`src/rtl/gpio_port_pkg.sv`:
```
package gpio_port_pkg;

   localparam int GPIO_ADDR_W = 2;

   typedef enum logic [GPIO_ADDR_W-1:0] {
      REG_PORT = 2'd0,
      REG_DIR  = 2'd1,
      REG_MODE = 2'd2,
      REG_NONE = 2'd3
   } gpio_reg_e;

endpackage

```
`src/rtl/gpio_in_sync.sv`:
```
module gpio_in_sync #(
   parameter int WIDTH  = 8,
   parameter int STAGES = 2
) (
   input  logic             clk,
   input  logic             rst_n,
   input  logic [WIDTH-1:0] pin_in,
   output logic [WIDTH-1:0] pin_sync
);

   localparam int LAST = STAGES - 1;

   logic [WIDTH-1:0] stg [STAGES];

   always_ff @(posedge clk or negedge rst_n) begin
      if (!rst_n) begin
         for (int s = 0; s < STAGES; s++) stg[s] <= '0;
      end else begin
         stg[0] <= pin_in;
         for (int s = 1; s < STAGES; s++) stg[s] <= stg[s-1];
      end
   end

   assign pin_sync = stg[LAST];

   generate
      if (STAGES == 2) begin : g_lat_chk
         logic [1:0] fill;
         always_ff @(posedge clk or negedge rst_n) begin
            if (!rst_n)            fill <= '0;
            else if (fill != 2'd2) fill <= fill + 2'd1;
         end
         AST_SYNC_LATENCY: assert property (@(posedge clk) disable iff (!rst_n)
            (fill == 2'd2) |-> (pin_sync == $past(pin_in, 2)));
      end
   endgenerate

endmodule

```
`src/rtl/gpio_cfg_regs.sv`:
```
module gpio_cfg_regs
   import gpio_port_pkg::*;
#(
   parameter int WIDTH      = 8,
   parameter bit INPUT_ONLY = 1'b0
) (
   input  logic                   clk,
   input  logic                   rst_n,
   input  logic                   lp_mode,
   input  logic                   wr_en,
   input  logic                   rd_en,
   input  logic [GPIO_ADDR_W-1:0] addr,
   input  logic [WIDTH-1:0]       wdata,
   input  logic [WIDTH-1:0]       pin_sync,
   output logic [WIDTH-1:0]       rdata,
   output logic [WIDTH-1:0]       dir_q,
   output logic [WIDTH-1:0]       data_q,
   output logic [WIDTH-1:0]       mode_q
);

   gpio_reg_e sel;
   logic      wr_mode;

   assign sel     = gpio_reg_e'(addr);
   assign wr_mode = wr_en && (sel == REG_MODE);

   always_ff @(posedge clk or negedge rst_n) begin
      if (!rst_n)       mode_q <= '0;
      else if (wr_mode) mode_q <= wdata;
   end

   AST_MODE_KEEP_LP: assert property (@(posedge clk) disable iff (!rst_n)
      ((lp_mode != $past(lp_mode)) && !wr_mode) |=> $stable(mode_q));

   generate
      if (INPUT_ONLY) begin : g_ro
         assign dir_q  = '0;
         assign data_q = '0;
      end else begin : g_rw
         logic wr_dir;
         logic wr_data;

         assign wr_dir  = wr_en && (sel == REG_DIR);
         assign wr_data = wr_en && (sel == REG_PORT);

         always_ff @(posedge clk or negedge rst_n) begin
            if (!rst_n) begin
               dir_q  <= '0;
               data_q <= '0;
            end else begin
               if (wr_dir)  dir_q  <= wdata;
               if (wr_data) data_q <= wdata;
            end
         end

         AST_DIR_WRITE: assert property (@(posedge clk) disable iff (!rst_n)
            wr_dir |=> (dir_q == $past(wdata)));
      end
   endgenerate

   logic [WIDTH-1:0] rd_sel;

   always_comb begin
      case (sel)
         REG_PORT: rd_sel = (dir_q & data_q) | (~dir_q & pin_sync);
         REG_DIR:  rd_sel = dir_q;
         REG_MODE: rd_sel = mode_q;
         default:  rd_sel = '0;
      endcase
   end

   assign rdata = rd_en ? rd_sel : '0;

endmodule

```
`src/rtl/gpio_pin_mux.sv`:
```
module gpio_pin_mux #(
   parameter int WIDTH      = 8,
   parameter bit INPUT_ONLY = 1'b0
) (
   input  logic [WIDTH-1:0] dir_q,
   input  logic [WIDTH-1:0] data_q,
   input  logic [WIDTH-1:0] mode_q,
   input  logic [WIDTH-1:0] pin_sync,
   input  logic [WIDTH-1:0] alt_out,
   input  logic [WIDTH-1:0] alt_oe,
   output logic [WIDTH-1:0] pin_out,
   output logic [WIDTH-1:0] pin_oe,
   output logic [WIDTH-1:0] alt_in
);

   generate
      for (genvar i = 0; i < WIDTH; i++) begin : g_bit
         if (INPUT_ONLY) begin : g_ro
            assign pin_out[i] = 1'b0;
            assign pin_oe[i]  = 1'b0;
         end else begin : g_rw
            assign pin_out[i] = mode_q[i] ? alt_out[i] : data_q[i];
            assign pin_oe[i]  = mode_q[i] ? alt_oe[i]  : dir_q[i];
         end
         assign alt_in[i] = mode_q[i] & pin_sync[i];
      end
   endgenerate

endmodule

```
`src/rtl/gpio_port_ctrl.sv`:
```
module gpio_port_ctrl
   import gpio_port_pkg::*;
#(
   parameter int WIDTH       = 8,
   parameter int SYNC_STAGES = 2,
   parameter bit INPUT_ONLY  = 1'b0
) (
   input  logic                   clk,
   input  logic                   rst_n,
   input  logic                   lp_mode,
   input  logic                   bus_wr_en,
   input  logic                   bus_rd_en,
   input  logic [GPIO_ADDR_W-1:0] bus_addr,
   input  logic [WIDTH-1:0]       bus_wdata,
   output logic [WIDTH-1:0]       bus_rdata,
   input  logic [WIDTH-1:0]       pin_in,
   output logic [WIDTH-1:0]       pin_out,
   output logic [WIDTH-1:0]       pin_oe,
   input  logic [WIDTH-1:0]       alt_out,
   input  logic [WIDTH-1:0]       alt_oe,
   output logic [WIDTH-1:0]       alt_in
);

   generate
      if (WIDTH < 1) begin : g_bad_width
         $error("gpio_port_ctrl: WIDTH must be at least 1");
      end
      if (SYNC_STAGES < 2) begin : g_bad_sync
         $error("gpio_port_ctrl: SYNC_STAGES must be at least 2");
      end
   endgenerate

   logic [WIDTH-1:0] pin_sync;
   logic [WIDTH-1:0] dir_q;
   logic [WIDTH-1:0] data_q;
   logic [WIDTH-1:0] mode_q;

   gpio_in_sync #(
      .WIDTH  (WIDTH),
      .STAGES (SYNC_STAGES)
   ) u_sync (
      .clk      (clk),
      .rst_n    (rst_n),
      .pin_in   (pin_in),
      .pin_sync (pin_sync)
   );

   gpio_cfg_regs #(
      .WIDTH      (WIDTH),
      .INPUT_ONLY (INPUT_ONLY)
   ) u_regs (
      .clk      (clk),
      .rst_n    (rst_n),
      .lp_mode  (lp_mode),
      .wr_en    (bus_wr_en),
      .rd_en    (bus_rd_en),
      .addr     (bus_addr),
      .wdata    (bus_wdata),
      .pin_sync (pin_sync),
      .rdata    (bus_rdata),
      .dir_q    (dir_q),
      .data_q   (data_q),
      .mode_q   (mode_q)
   );

   gpio_pin_mux #(
      .WIDTH      (WIDTH),
      .INPUT_ONLY (INPUT_ONLY)
   ) u_mux (
      .dir_q    (dir_q),
      .data_q   (data_q),
      .mode_q   (mode_q),
      .pin_sync (pin_sync),
      .alt_out  (alt_out),
      .alt_oe   (alt_oe),
      .pin_out  (pin_out),
      .pin_oe   (pin_oe),
      .alt_in   (alt_in)
   );

   AST_RDATA_IDLE: assert property (@(posedge clk) disable iff (!rst_n)
      !bus_rd_en |-> (bus_rdata == '0));

   generate
      if (!INPUT_ONLY) begin : g_oe_chk
         AST_OE_TRACKS_DIR: assert property (@(posedge clk) disable iff (!rst_n)
            (bus_wr_en && (bus_addr == REG_DIR))
            |=> (((pin_oe ^ $past(bus_wdata)) & ~mode_q) == '0));
      end
   endgenerate

endmodule

```
`config.mk`:
```
export PLATFORM = sky130hd
export DESIGN_NAME = gpio_port_ctrl
export DESIGN_NICKNAME = d
export VERILOG_FILES = /design/src/rtl/gpio_port_pkg.sv /design/src/rtl/gpio_in_sync.sv /design/src/rtl/gpio_cfg_regs.sv /design/src/rtl/gpio_pin_mux.sv /design/src/rtl/gpio_port_ctrl.sv
export SDC_FILE = /design/constraint.sdc
export NUM_CORES = 1
export LEC_CHECK = 0
export BUFFER_PORTS_ARGS = -buffer_cell sky130_fd_sc_hd__buf_4
export CORE_ASPECT_RATIO = 0.9
export CORE_MARGIN = 3
export CORE_UTILIZATION = 40
export DETAILED_ROUTE_END_ITERATION = 16
export PLACE_DENSITY = 0.74
export SLEW_MARGIN = 30
export SYNTH_ARGS = -nofsm -noshare
export SYNTH_HDL_FRONTEND = slang
export SYNTH_SLANG_ARGS = --single-unit
```
`constraint.sdc`:
```
create_clock -name clk -period 4 [get_ports clk]
set_clock_uncertainty 0.2 [all_clocks]
set_input_delay 0.6 -clock clk [delete_from_list [all_inputs] [get_ports clk]]
set_output_delay 0.6 -clock clk [all_outputs]
set_load 0.03 [all_outputs]
```
==> flow_metrics.env, run 1 <==
export IMPL_status="finished, final reports clean"
export IMPL_ioPinCount=71
export IMPL_mostFrequentLayoutCells="69 x buf_4, 40 x mux2_2, 40 x dfrtp_1, 8 x a21oi_1, 8 x and2_1"
export IMPL_clock_sinks=40
export IMPL_critical_path_startpoint_type="input pin"
export IMPL_avgSynthCellArea_sq_um=13.9
export IMPL_leakage_nw=1.13
export IMPL_synth_seq_cells=40
export IMPL_reg2reg_slack_ns=2.97
export IMPL_wl_per_cell_microns=16.9
export IMPL_endpoint_kind="output port"
export IMPL_cts_resized_gates=0
export IMPL_worst_pin_slew_ns=0.507
export IMPL_hold_violations=0
export IMPL_clockPowerShare_pct=33.8
export IMPL_powerDensity_nw_per_um2=525
export IMPL_seq_area_frac_synth_pct=55.1
export IMPL_hold_buffers=0
export IMPL_place_ws_ns=1.38
export IMPL_power_switching_mw=0.382
export IMPL_grt_pass1_vias=1427
export IMPL_pwr_share_seq_pct=38.4
export IMPL_viasPerCell=5.21
export IMPL_yosys_warnings=0
export IMPL_sw_frac_of_total_pct=28.7
export IMPL_track_usage_pct=17.5
export IMPL_netlist_area_leader_share_pct=55.1
export IMPL_path_max_fanout=20
export IMPL_dieArea_sq_um=5380
export IMPL_relSlewSlack_pct=66.2
export IMPL_fin_crit_ns=2.61
export IMPL_crit_arrival_ns=1.81
export IMPL_r2r_start="u_regs.mode_q[4]"
export IMPL_grt_overflow=0
export IMPL_seqCellArea_sq_um=1000
export IMPL_cts_tree="done"
export IMPL_required_ns=3.20
export IMPL_gp_congestion=0.735
export IMPL_final_nets=242
export IMPL_wirelength_microns=4470
export IMPL_setup_viol=0
export IMPL_clkSlewWorstSetupHoldPaths_ns=0.07
export IMPL_clk_latency_ns=0.29
export IMPL_syn_area_sq_um=1820
export IMPL_criticalPathCategory="in -> out"
export IMPL_coreArea_sq_um=4210
export IMPL_cts_buffer_depth=2
export IMPL_final_common_cell="buf_4"
export IMPL_cts_root_buf="clkbuf_8"
export IMPL_yosys_top_cells_area="dfrtp_1 55%, mux2_2 25%, nor4b_1 3.4%"
export IMPL_start_util_pct=43.1
export IMPL_num_rows=22
export IMPL_syn_num_nets=170
export IMPL_drt_pass1_iterations=4
export IMPL_syn2layout_area_growth_pct=39.7
export IMPL_hp_class="in -> async"
export IMPL_synth_compound_area_share_pct=8.61
export IMPL_cts_setup_buffers=0
export IMPL_intPower_mw=0.949
export IMPL_reg2reg_depth=1
export IMPL_grt_max_degree=41
export IMPL_synthXorXnorAreaFrac_pct=0
export IMPL_port_buffers=69
export IMPL_ir_drop_mv=0.284
export IMPL_ys_types=19
export IMPL_drv_cap=0
export IMPL_dieHeight_microns=69.9
export IMPL_synthAdderAreaFrac_pct=0
export IMPL_hpwl_microns=3220
export IMPL_synth_area_leader_cell="dfrtp_1"
export IMPL_detail_route_antenna_nets=0
export IMPL_antenna_found_initial=0
export IMPL_period_share_pct=65.3
export IMPL_filler_cell_count=344
export IMPL_vias=1376
export IMPL_route_detailed_drc=0
export IMPL_synth_top_family_by_area="multiplexers"
export IMPL_drt_iter0_drc=64
export IMPL_grt_pass1_wl_microns=7220
export IMPL_combPwrFrac_pct=27.8
export IMPL_synth_cells=131
export IMPL_die_w_microns=77.0
export IMPL_multi_input_area_sq_um=779
export IMPL_grt_setup_unrepaired="false"
export IMPL_timing_fmax_mhz=383
export IMPL_antenna_cells=0
export IMPL_finalMaxSlewViolations=0
export IMPL_layout_drive_gt1_share_pct=58.8
export IMPL_reg2reg_to="u_regs.mode_q[4]"
export IMPL_htree_num_levels=2
export IMPL_setup_slack_ns=1.39
export IMPL_numCtsBuffers=5
export IMPL_synthSimpleGateAreaFrac_pct=9.51
export IMPL_synth_mux_area_fraction_pct=24.8
export IMPL_tns_ns=0
[logic make-up (layout without fill, tap and decap cells)]
group | count (synthesis) | after routing
compound gates | 24 | 24
buf+inv | 5 | 78
flops | 40 | 40
mux | 40 | 40
simple gates | 22 | 22
[layer usage]
layer / wire, microns / part of all wire, % / vias to the layer above / GRT usage, %
met3: 334 / 7.5 / 7 / 6.19
met2: 2210 / 49 / 55 / 30.0
met4: 66 / 1.5 / 0 / 5.73
met1: 1860 / 42 / 686 / 20.5
li1: - / - / 628 / -
met5: 0 / 0 / - / 0
[synth_stat cells]
cell	count
buf_4	2
nor2b_1	2
a21boi_0	7
a21oi_1	8
and2b_1	1
mux2_2	40
nand2_2	1
dfrtp_1	40
nand2b_1	1
and2_1	8
o22ai_1	1
nand3_2	1
nor4b_1	7
buf_6	1
nor3b_4	1
o21ai_0	1
o211ai_1	7
buf_2	1
clkinv_1	1
[sequential cells by signal (all words and copies together) (netlist names)]
signal and cells:
u_regs.dir_q 8, u_regs.mode_q 8, u_sync.pin_sync 8, u_sync.stg 8, u_regs.data_q 8
[power by group through the flow]
| stage | sequential (mW) | clock [mW] | combinational [mW] |
|---|---|---|---|
| floorplan | 0.502 | 0 | 0.242 |
| global placement | 0.512 | 0 | 0.368 |
| detailed placement | 0.518 | 0 | 0.374 |
| CTS | 0.511 | 0.462 | 0.375 |
| global route | 0.519 | 0.479 | 0.393 |
| finish | 0.511 | 0.449 | 0.371 |
[through the flow]
| step | power, mW | hold WS, ns | instance area, sq um | util (%) | cells |
|---|---|---|---|---|---|
| floorplan | 0.744 | 0.104 | 1820 | - | 131 |
| global placement | 0.879 | 0.133 | 2380 | 56.4 | 256 |
| detailed placement | 0.892 | 0.136 | 2380 | 56.4 | 256 |
| CTS | 1.35 | 0.0808 | 2540 | 60.2 | 264 |
| global route | 1.39 | 0.0995 | 2540 | 60.2 | 264 |
| finish | 1.33 | 0.0712 | 2540 | 60.2 | 264 |
[worst max-delay path, cell delays in order]
cell and delay (ns):
buf_4 0.19, and2b_1 0.46, a21oi_1 0.12, a21boi_0 0.23, buf_4 0.20
[cell type report]
| class | count | area share, % |
|---|---|---|
| timing repair buffer | 69 | 20.4 |
| inverter | 1 | 0.148 |
| sequential | 40 | 39.5 |
| clock buffer | 5 | 2.71 |
| clock inverter | 3 | 3.55 |
| tap | 60 | 2.96 |
| multi-input combinational | 86 | 30.7 |
[how the worst max path moves through the flow]
stage                     cells past startpoint   startpoint  slack (ns)           end
after CTS                                     5  bus_addr[0]        1.37  bus_rdata[5]
after detailed placement                      5  bus_addr[0]        1.38  bus_rdata[5]
after global routing                          5  bus_addr[0]        1.30  bus_rdata[5]
after global placement                        5  bus_addr[0]        1.38  bus_rdata[5]
final                                         5  bus_addr[0]        1.39  bus_rdata[0]
after floorplan                               5  bus_addr[0]        1.23  bus_rdata[4]
(Power assumes the default switching activity.)
==> inputs of run 2 (changes only) <==
clock period = 2.6 ns   (was 4 ns; I/O delays follow)
==> run 2 against run 1 <==
Against the previous run: count of clock-buffer cells in the layout unchanged; global-route usage grew 0.60 points; flip-flop and latch count did not move; cell count rose by 3.0%; utilization grew 1.9 points; power up 55%; setup slack got worse by 0.97 ns; worst hold slack got worse by 0.061 ns; cell area up 3.2%; sequential share of layout area shrank 1.2 points; sequential power rose by 54%; critical path depth is the same; critical path type unchanged.
==> flow_metrics.env, run 2 (synthesis gave the netlist of run 1 again) <==
export IMPL_setup_slack_ns=0.421
export IMPL_final_nets=250
export IMPL_die_w_microns=77.0
export IMPL_cts_tree="done"
export IMPL_hpwl_microns=3290
export IMPL_status="finished, final reports clean"
export IMPL_layout_cells_non_filler=272
export IMPL_viasPerCell=5.10
export IMPL_cts_buffer_depth=2
export IMPL_grt_overflow=0
export IMPL_tns_ns=0
export IMPL_syn2layout_area_growth_pct=44.1
export IMPL_place_ws_ns=0.420
export IMPL_relSlewSlack_pct=65.7
export IMPL_track_usage_pct=18.1
export IMPL_timing_fmax_mhz=459
export IMPL_required_ns=2.01
export IMPL_worst_pin_slew_ns=0.514
export IMPL_detail_route_antenna_nets=0
export IMPL_wirelength_microns=4540
export IMPL_period_share_pct=83.8
export IMPL_fin_crit_ns=2.18
export IMPL_htree_num_levels=2
export IMPL_mostFrequentLayoutCells="69 x buf_4, 40 x mux2_2, 40 x dfrtp_1"
export IMPL_antenna_found_initial=0
export IMPL_ir_drop_mv=0.427
export IMPL_num_rows=22
export IMPL_placed_cells=256
export IMPL_grt_setup_unrepaired="false"
export IMPL_fin_area_sq_um=2620
export IMPL_seqCellArea_sq_um=1000
export IMPL_dieArea_sq_um=5380
export IMPL_setup_viol=0
export IMPL_filler_cell_count=352
export IMPL_drt_pass1_iterations=4
export IMPL_clkSlewWorstSetupHoldPaths_ns=0.07
export IMPL_coreArea_sq_um=4210
export IMPL_crit_arrival_ns=1.59
export IMPL_cts_resized_gates=0
export IMPL_drt_iter0_drc=51
export IMPL_endpoint_kind="output port"
export IMPL_hp_class="in -> reg"
export IMPL_vias=1387
export IMPL_numCtsBuffers=5
export IMPL_path_max_fanout=20
export IMPL_layout_drive_gt1_share_pct=56.6
export IMPL_powerDensity_nw_per_um2=789
export IMPL_grt_pass1_wl_microns=7510
export IMPL_hold_violations=0
export IMPL_antenna_cells=0
export IMPL_route_detailed_drc=0
export IMPL_leakage_nw=1.17
export IMPL_drv_cap=0
export IMPL_port_buffers=69
export IMPL_start_util_pct=43.1
export IMPL_placed_area_sq_um=2380
export IMPL_hold_slack_ns=0.0103
export IMPL_dieHeight_microns=69.9
export IMPL_ioPinCount=71
export IMPL_critical_path_startpoint_type="input pin"
export IMPL_cts_root_buf="clkbuf_8"
export IMPL_gp_congestion=0.731
export IMPL_criticalPathCategory="in -> out"
export IMPL_clock_sinks=40
export IMPL_wl_per_cell_microns=16.7
export IMPL_grt_pass1_vias=1461
export IMPL_reg2reg_slack_ns=1.57
export IMPL_finalMaxSlewViolations=0
export IMPL_cts_setup_buffers=0
export IMPL_clk_latency_ns=0.30
export IMPL_final_common_cell="buf_4"
export IMPL_multi_input_area_sq_um=779
export IMPL_grt_max_degree=41
[run 2: changes by cell type in the layout (fill, tap and decap cells not counted)]
cell and delta:
dlygate4sd3_1 +8
[run 2: critical path, cell delays in order]
cell,delay [ns]
buf_4,0.19
and2b_1,0.44
a21oi_1,0.12
a21boi_0,0.23
buf_4,0.20
[run 2: cell type report]
cell class              instances  share of cell area (%)
flip-flops and latches         40                    38.3
multi-input cells              86                    29.8
repair buffers                 77                    22.9
clock inverters                 3                    3.44
well taps                      60                    2.87
clock buffers                   5                    2.63
inverters                       1                   0.143
[run 2: power breakdown]
group	total [mW]	switching [mW]	internal, mW
sequential	0.786	0.0805	0.706
combinational	0.582	0.300	0.283
clock	0.696	0.216	0.480
[run 2: final timing paths]
| path | start | endpoint | cells after the start |
|---|---|---|---|
| max reg2reg | u_regs.mode_q[4] | u_regs.mode_q[4] | 1 |
| min | pin_in[0] | u_sync.stg[8] | 1 |
| min reg2reg | u_sync.stg[8] | u_sync.pin_sync[0] | 0 |
| max in group asynchronous | rst_n | u_sync.pin_sync[0] | 2 |
| max | bus_addr[0] | bus_rdata[0] | 5 |
| min in group asynchronous | rst_n | u_regs.mode_q[7] | 2 |
[run 2: repair_timing]
item,CTS,global route
endpoints found under the setup margin,0,0
hold endpoints to repair,47,0
hold buffers,8,0
[run 2: stage by stage]
step | util (%) | total power, mW
after floorplan | - | 1.14
after global placement | 56.4 | 1.35
after detailed placement | 56.4 | 1.37
after CTS | 62.1 | 2.08
after global routing | 62.1 | 2.15
final | 62.1 | 2.06
[run 2: layer usage]
metal  global-route usage, %  part of all wire (%)  vias to the layer above
met5                       0                     0                        -
met4                    8.10                   1.7                        0
met3                    4.51                   5.9                        8
met2                    31.5                    51                       49
met1                    21.1                    42                      685
li1                        -                     -                      645
